File: src/rtl/mm_pkg.sv
package mm_pkg;
    typedef enum logic [1:0] {
        PH_IDLE  = 2'd0,
        PH_MAC   = 2'd1,
        PH_DRAIN = 2'd2
    } phase_e;
endpackage

File: src/rtl/mm_pe.sv
module mm_pe #(
    parameter int W  = 8,
    parameter int AW = 18
) (
    input  logic                 clk,
    input  logic                 rst_n,
    input  logic                 clr,
    input  logic                 mac_en,
    input  logic                 shift_en,
    input  logic signed [W-1:0]  v_in,
    input  logic signed [W-1:0]  h_in,
    input  logic signed [AW-1:0] acc_in,
    output logic signed [W-1:0]  v_out,
    output logic signed [W-1:0]  h_out,
    output logic signed [AW-1:0] acc_out
);
    typedef struct packed {
        logic signed [W-1:0]  v;
        logic signed [W-1:0]  h;
        logic signed [AW-1:0] acc;
    } pe_state_t;

    pe_state_t st_d, st_q;
    logic signed [2*W-1:0] prod;

    always_comb begin
        prod = v_in * h_in;
        st_d = st_q;
        if (clr) begin
            st_d = '0;
        end else if (mac_en) begin
            st_d.v   = v_in;
            st_d.h   = h_in;
            st_d.acc = st_q.acc + AW'(prod);
        end else if (shift_en) begin
            st_d.v   = '0;
            st_d.h   = '0;
            st_d.acc = acc_in;
        end else begin
            st_d.v = '0;
            st_d.h = '0;
        end
    end

    always_ff @(posedge clk) begin
        if (!rst_n) st_q <= '0;
        else        st_q <= st_d;
    end

    assign v_out   = st_q.v;
    assign h_out   = st_q.h;
    assign acc_out = st_q.acc;
endmodule

File: src/rtl/mm_grid.sv
module mm_grid #(
    parameter int N  = 4,
    parameter int W  = 8,
    parameter int AW = 18
) (
    input  logic            clk,
    input  logic            rst_n,
    input  logic            clr,
    input  logic            mac_en,
    input  logic            shift_en,
    input  logic [N*W-1:0]  top_v,
    input  logic [N*W-1:0]  left_h,
    output logic [N*AW-1:0] bot_acc
);
    logic signed [W-1:0]  v_w [N][N];
    logic signed [W-1:0]  h_w [N][N];
    logic signed [AW-1:0] a_w [N][N];

    for (genvar r = 0; r < N; r++) begin : g_row
        for (genvar c = 0; c < N; c++) begin : g_col
            logic signed [W-1:0]  vi;
            logic signed [W-1:0]  hi;
            logic signed [AW-1:0] ai;
            if (r == 0) begin : g_edge_top
                assign vi = $signed(top_v[c*W +: W]);
                assign ai = '0;
            end else begin : g_link_top
                assign vi = v_w[r-1][c];
                assign ai = a_w[r-1][c];
            end
            if (c == 0) begin : g_edge_left
                assign hi = $signed(left_h[r*W +: W]);
            end else begin : g_link_left
                assign hi = h_w[r][c-1];
            end
            mm_pe #(.W(W), .AW(AW)) u_pe (
                .clk     (clk),
                .rst_n   (rst_n),
                .clr     (clr),
                .mac_en  (mac_en),
                .shift_en(shift_en),
                .v_in    (vi),
                .h_in    (hi),
                .acc_in  (ai),
                .v_out   (v_w[r][c]),
                .h_out   (h_w[r][c]),
                .acc_out (a_w[r][c])
            );
        end
    end

    for (genvar c = 0; c < N; c++) begin : g_bottom
        assign bot_acc[c*AW +: AW] = a_w[N-1][c];
    end

    logic unused_far_edges;
    always_comb begin
        unused_far_edges = 1'b0;
        for (int k = 0; k < N; k++) begin
            unused_far_edges = unused_far_edges ^ (^v_w[N-1][k]) ^ (^h_w[k][N-1]);
        end
    end
endmodule

File: src/rtl/mm_ctrl.sv
module mm_ctrl #(
    parameter int N = 4,
    localparam int MAC_CYC = 3*N - 2,
    localparam int CW = $clog2(MAC_CYC + 1) + 1,
    localparam int RW = (N > 1) ? $clog2(N) : 1
) (
    input  logic          clk,
    input  logic          rst_n,
    input  logic          start,
    output logic          clr,
    output logic          mac_en,
    output logic          shift_en,
    output logic          res_vld,
    output logic [RW-1:0] res_row,
    output logic          done
);
    import mm_pkg::*;

    typedef struct packed {
        phase_e        ph;
        logic [CW-1:0] cnt;
    } ctrl_state_t;

    ctrl_state_t st_d, st_q;

    always_comb begin
        st_d = st_q;
        clr  = 1'b0;
        case (st_q.ph)
            PH_IDLE: begin
                if (start) begin
                    clr       = 1'b1;
                    st_d.ph   = PH_MAC;
                    st_d.cnt  = '0;
                end
            end
            PH_MAC: begin
                if (st_q.cnt == CW'(MAC_CYC - 1)) begin
                    st_d.ph  = PH_DRAIN;
                    st_d.cnt = '0;
                end else begin
                    st_d.cnt = st_q.cnt + CW'(1);
                end
            end
            PH_DRAIN: begin
                if (st_q.cnt == CW'(N - 1)) begin
                    st_d.ph  = PH_IDLE;
                    st_d.cnt = '0;
                end else begin
                    st_d.cnt = st_q.cnt + CW'(1);
                end
            end
            default: begin
                st_d.ph  = PH_IDLE;
                st_d.cnt = '0;
            end
        endcase
    end

    always_ff @(posedge clk) begin
        if (!rst_n) begin
            st_q.ph  <= PH_IDLE;
            st_q.cnt <= '0;
        end else begin
            st_q <= st_d;
        end
    end

    assign mac_en   = (st_q.ph == PH_MAC);
    assign shift_en = (st_q.ph == PH_DRAIN);
    assign res_vld  = (st_q.ph == PH_DRAIN);
    assign res_row  = RW'(N - 1) - st_q.cnt[RW-1:0];
    assign done     = (st_q.ph == PH_DRAIN) && (st_q.cnt == CW'(N - 1));
endmodule

File: src/rtl/mesh_matmul.sv
module mesh_matmul #(
    parameter int N = 4,
    parameter int W = 8,
    localparam int AW = 2*W + $clog2(N),
    localparam int RW = (N > 1) ? $clog2(N) : 1
) (
    input  logic            clk,
    input  logic            rst_n,
    input  logic            start,
    input  logic [N*W-1:0]  top_data,
    input  logic [N-1:0]    top_vld,
    input  logic [N*W-1:0]  left_data,
    input  logic [N-1:0]    left_vld,
    output logic [N*AW-1:0] res_data,
    output logic            res_vld,
    output logic [RW-1:0]   res_row,
    output logic            done
);
    logic clr, mac_en, shift_en;
    logic [N*W-1:0] top_g, left_g;

    mm_ctrl #(.N(N)) u_ctrl (
        .clk     (clk),
        .rst_n   (rst_n),
        .start   (start),
        .clr     (clr),
        .mac_en  (mac_en),
        .shift_en(shift_en),
        .res_vld (res_vld),
        .res_row (res_row),
        .done    (done)
    );

    always_comb begin
        for (int j = 0; j < N; j++) begin
            top_g[j*W +: W]  = (mac_en && top_vld[j])  ? top_data[j*W +: W]  : '0;
            left_g[j*W +: W] = (mac_en && left_vld[j]) ? left_data[j*W +: W] : '0;
        end
    end

    mm_grid #(.N(N), .W(W), .AW(AW)) u_grid (
        .clk     (clk),
        .rst_n   (rst_n),
        .clr     (clr),
        .mac_en  (mac_en),
        .shift_en(shift_en),
        .top_v   (top_g),
        .left_h  (left_g),
        .bot_acc (res_data)
    );
endmodule

File: config.mk
export PLATFORM = sky130hd
export DESIGN_NAME = mesh_matmul
export DESIGN_NICKNAME = d
export VERILOG_FILES = /design/src/rtl/mm_pkg.sv /design/src/rtl/mm_pe.sv /design/src/rtl/mm_grid.sv /design/src/rtl/mm_ctrl.sv /design/src/rtl/mesh_matmul.sv
export SDC_FILE = /design/constraint.sdc
export NUM_CORES = 2
export LEC_CHECK = 0
export BUFFER_PORTS_ARGS = -buffer_cell sky130_fd_sc_hd__buf_4
export CAP_MARGIN = 20
export CORE_UTILIZATION = 59
export CTS_CLUSTER_DIAMETER = 60
export DETAILED_ROUTE_END_ITERATION = 6
export PLACE_DENSITY = 0.84
export SLEW_MARGIN = 20
export SYNTH_ARGS = -nofsm -noshare
export SYNTH_HDL_FRONTEND = slang
export SYNTH_SLANG_ARGS = --single-unit
File: constraint.sdc
create_clock -name clk -period 12.1 [get_ports clk]
set_clock_uncertainty 0.05 [all_clocks]
set_input_delay 2.42 -clock clk [delete_from_list [all_inputs] [get_ports clk]]
set_output_delay 2.42 -clock clk [all_outputs]
set_load 0.01 [all_outputs]
==> impl_results.md <==
- Flop-to-flop setup slack: 4540 ps
- Remaining DRCs: 0
- Pin count of the biggest net entering global routing: 134
- Main combinational cell family by area after synthesis: adder cells
- Worst ir drop on vdd: between 100 and 150 uV
- Worst path max stage delay: 660 ps
- Drt wl/cell: ~19 um
- Cell with the largest stage delay on the worst path: sky130_fd_sc_hd__and2_1
- Max Clock Freq: around 0.13 GHz
- Cts-stage hold buffer count: 0
- Worst slew pin tran: 1007 ps
- Vias: between 50000 and 60000
- Element type at the critical path start: input pin
- Power dissipated by switching net loads: approximately 3500 uW
- Fillcell total: around 8700
- Total of warnings raised by yosys: 0
- Clock network power share: between 20 and 30%
- Buffer depth of the longest clock path: 3
- Accumulated negative setup slack: 0 ps
- Final cell utilization of the core: between 60% and 70%
- Endpoint of the most critical register-to-register path: u_grid.g_row[3].g_col[0].u_pe.acc_out[13]
- CTS clock-pin slew for the worst setup and hold paths: ~50 ps
- Clock period minus final worst setup slack: about 7700 ps
- Via density per instance: between 5 and 6
- Fraction of the mapped netlist area in adder cells: 48.82%
- Worst hold path class: reg -> reg
- Hold path depth: 2
- Final RePlAce weighted congestion: between 0.9 and 1
- FP Rows: between 100 and 150
- Skew-Pair Late Insertion Delay: 670 ps
- Post-synthesis sequential element count: 487
- Top Family by Delay on Critical Path: adder cells
- Sinks on Clock Net: between 400 and 500
- CTS Buf Count: between 60 and 70
- Drt first pass iters: 6
- Clock tree root buffer cell: sky130_fd_sc_hd__clkbuf_16
- Synth Area in XOR/XNOR: 3.345%
- Final count of hold timing violations: 0
- Global-route usage over all layers: 29.46%
- Commonest cells after routing, fill and taps aside: sky130_fd_sc_hd__inv_1 (1673), sky130_fd_sc_hd__fa_1 (1280), sky130_fd_sc_hd__ha_1 (678)
- Routed Wire Length: roughly 170000 um
- Core area: roughly 120000 um^2
- # H-tree levels: 3
- WS Path Type: in -> reg
- Outcome: finished, final reports clean
- Vert. Die Dim: between 300 and 400 um
- CP endpoint kind: flop
- Async set-or-reset flop fraction in the synthesized netlist: 0%
- Area growth syn-to-layout: 6.674%
- Reg-to-Reg Start: u_ctrl.st_q[6]
- Data required, critical path: roughly 13000 ps
- Pwr/cell area: between 100 and 150 nW/um^2
- Sw Ratio: 44.88%
- Initial antenna violation count: 3
- CTS tree: yes
- Number of flops mapped to enable cells by yosys: 0
- Number of slew-limit violations in the final report: 0
- Post-cts repair resize count: 0
- Relative contribution of sequential cells to total power: 27.2%
- Arrival time of the worst setup path: 8150 ps
- Boundary pin count: roughly 150
- Hold endpoint: u_grid.g_row[0].g_col[2].u_pe.acc_out[17]
- Standby leakage power: ~0.039 uW
- Final period util: 63.31%
- Worst path cell trace: buf_4, and3_1, and2_1, inv_1, fa_1, inv_1, fa_1, fa_1, fa_1, fa_1, ha_1, and2_1, a311oi_1, a21oi_1, a31oi_1, a21oi_1, xnor2_1, a21oi_1, o22ai_1
- Vias in the first global route: between 50000 and 60000
- Critical path's most frequent cell: sky130_fd_sc_hd__fa_1
- Commonest non-fill, non-tap cell in the layout: sky130_fd_sc_hd__inv_1
- Combinational power share: between 40% and 50%
- Buf+Inv Stages, Crit Path: 3
- Fraction of layout instances using a drive strength above 1: roughly 4.6%
- Max Fanout on Critical Path: 11
- Synth unique cells: 80
- Max_cap viols: 0
- Effective utilization at floorplan: around 60%
- Post-synthesis share of cell area spent on and, or, nand and nor gates: a little over an eighth
- Post-synth top flop: sky130_fd_sc_hd__dfxtp_1
- Area fraction in compound gates after synthesis: ~8%
- Die Footprint: about 120000 um^2
- Number of cells produced by synthesis: 7495
- PortBufs: 150
- Cell internal pwr: 4344 uW
- Worst hold margin: ~430 ps
- Setup violation total in the final timing report: 0
- GR Overflow Total: 0
- Synth Net Count: ~9500
- Synth Area per Inst: 9.328 um^2
- Hpwl dp: 133900 um
- Net total in the final layout: approximately 9500
- Path depth of the worst reg2reg path: 20
- Worst rel slew slack: 32.62%
- Initial DRC count: approximately 3700
- DRT antenna net count: 0
- Setup repair bufs after CTS: 0
- Multiplexer fraction of the synthesized cell area: ~2.0%
- X dimension of the die: around 350 um
- Unrepaired setup endpoints after global routing: no
- Instance area at placement: around 72000 um^2
- Hold Startpoint: u_grid.g_row[0].g_col[2].u_pe.acc_out[17]
- Netlist area before placement: 69910 um^2
- Sequential share of the synthesized area: about 14%
- First-pass GRT wire length: ~290000 um
- Post-layout instance area: about 75000 um^2
layer usage:
layer / GRT usage (%) / vias to the layer above / wire length (um)
li1: - / 23170 / -
met1: 38.98 / 25820 / 68310
met2: 48.10 / 2132 / 80340
met3: 4.388 / 494 / 13050
met4: 13.01 / 2 / 7679
met5: 0 / - / 17
kinds of logic after synthesis:
logic type / after synthesis
AOI/OAI and AO/OA: 875
xor gates and xnor gates: 267
adders and majority gates: 1960
buffers and inverters: 1938
DFF: 487
muxes: 137
and+or+nand+nor: 1831
worst max path at each step:
stage | start | depth (start not counted) | slack, ps | to
floorplan | top_vld[0] | 20 | 4090 | u_grid.g_row[0].g_col[0].u_pe.acc_out[17]
global placement | top_vld[3] | 19 | 4030 | u_grid.g_row[0].g_col[3].u_pe.acc_out[17]
detailed placement | top_vld[3] | 19 | 3800 | u_grid.g_row[0].g_col[3].u_pe.acc_out[17]
CTS | top_vld[3] | 19 | 4470 | u_grid.g_row[0].g_col[3].u_pe.acc_out[17]
global route | top_vld[3] | 19 | 4000 | u_grid.g_row[0].g_col[3].u_pe.acc_out[17]
finish | top_vld[3] | 19 | 4440 | u_grid.g_row[0].g_col[3].u_pe.acc_out[17]
synthesized netlist by cell type, drive strengths merged, types with 165 or more instances:
cell / count / area share (%)
clkbuf: 227 / 1.2
o21ai: 188 / 1.4
nand2: 472 / 2.5
fa: 1280 / 37
inv: 1675 / 9.0
and2: 498 / 4.5
and3: 246 / 2.2
a211oi: 165 / 1.8
a21oi: 213 / 1.6
nor2: 400 / 2.1
ha: 680 / 12
dfxtp: 487 / 14
xnor2: 210 / 2.6
power groups by stage:
stage / Combinational (uW) / Sequential, uW / Clock, uW
final: 3630 / 2140 / 2110
after global routing: 4040 / 2160 / 2200
after CTS: 3600 / 2130 / 2130
after detailed placement: 3520 / 2160 / 0
after global placement: 3390 / 2150 / 0
after floorplan: 2530 / 2040 / 0
stage by stage:
stage / worst slack (ps) / power (uW) / instances
2_1_floorplan: 4085 / 4569 / 7495
3_3_place_gp: 4029 / 5537 / 8933
3_5_place_dp: 3801 / 5677 / 8933
4_1_cts: 4468 / 7853 / 9056
5_1_grt: 4000 / 8396 / 9058
6_report: 4439 / 7882 / 9059
registers in the layout, indices dropped and copies added, names as in the netlist:
register,count
u_grid.g_row.g_col.u_pe.v_out,96
u_grid.g_row.g_col.u_pe.h_out,96
u_grid.g_row.g_col.u_pe.acc_out,288
u_ctrl.st_q,7
cell type report:
class                           count  area (um^2)  share of cell area [%]
Antenna cell                        2        5.005                0.006711
Clock buffer                       80         1847                   2.476
Clock inverter                     43        513.0                  0.6879
Inverter                         1676         6297                   8.444
Multi-Input combinational cell   5070        52920                   70.96
Sequential cell                   487         9749                   13.07
Tap cell                         1524         1907                   2.557
Timing Repair Buffer              177         1341                   1.798
worst min-delay path, delay by kind of cell (launching register included):
family,cells,cell delay (ps)
flops,1,290
buf+inv,1,70
compound gates,1,70
No activity file was read; power rests on OpenSTA's default activity.
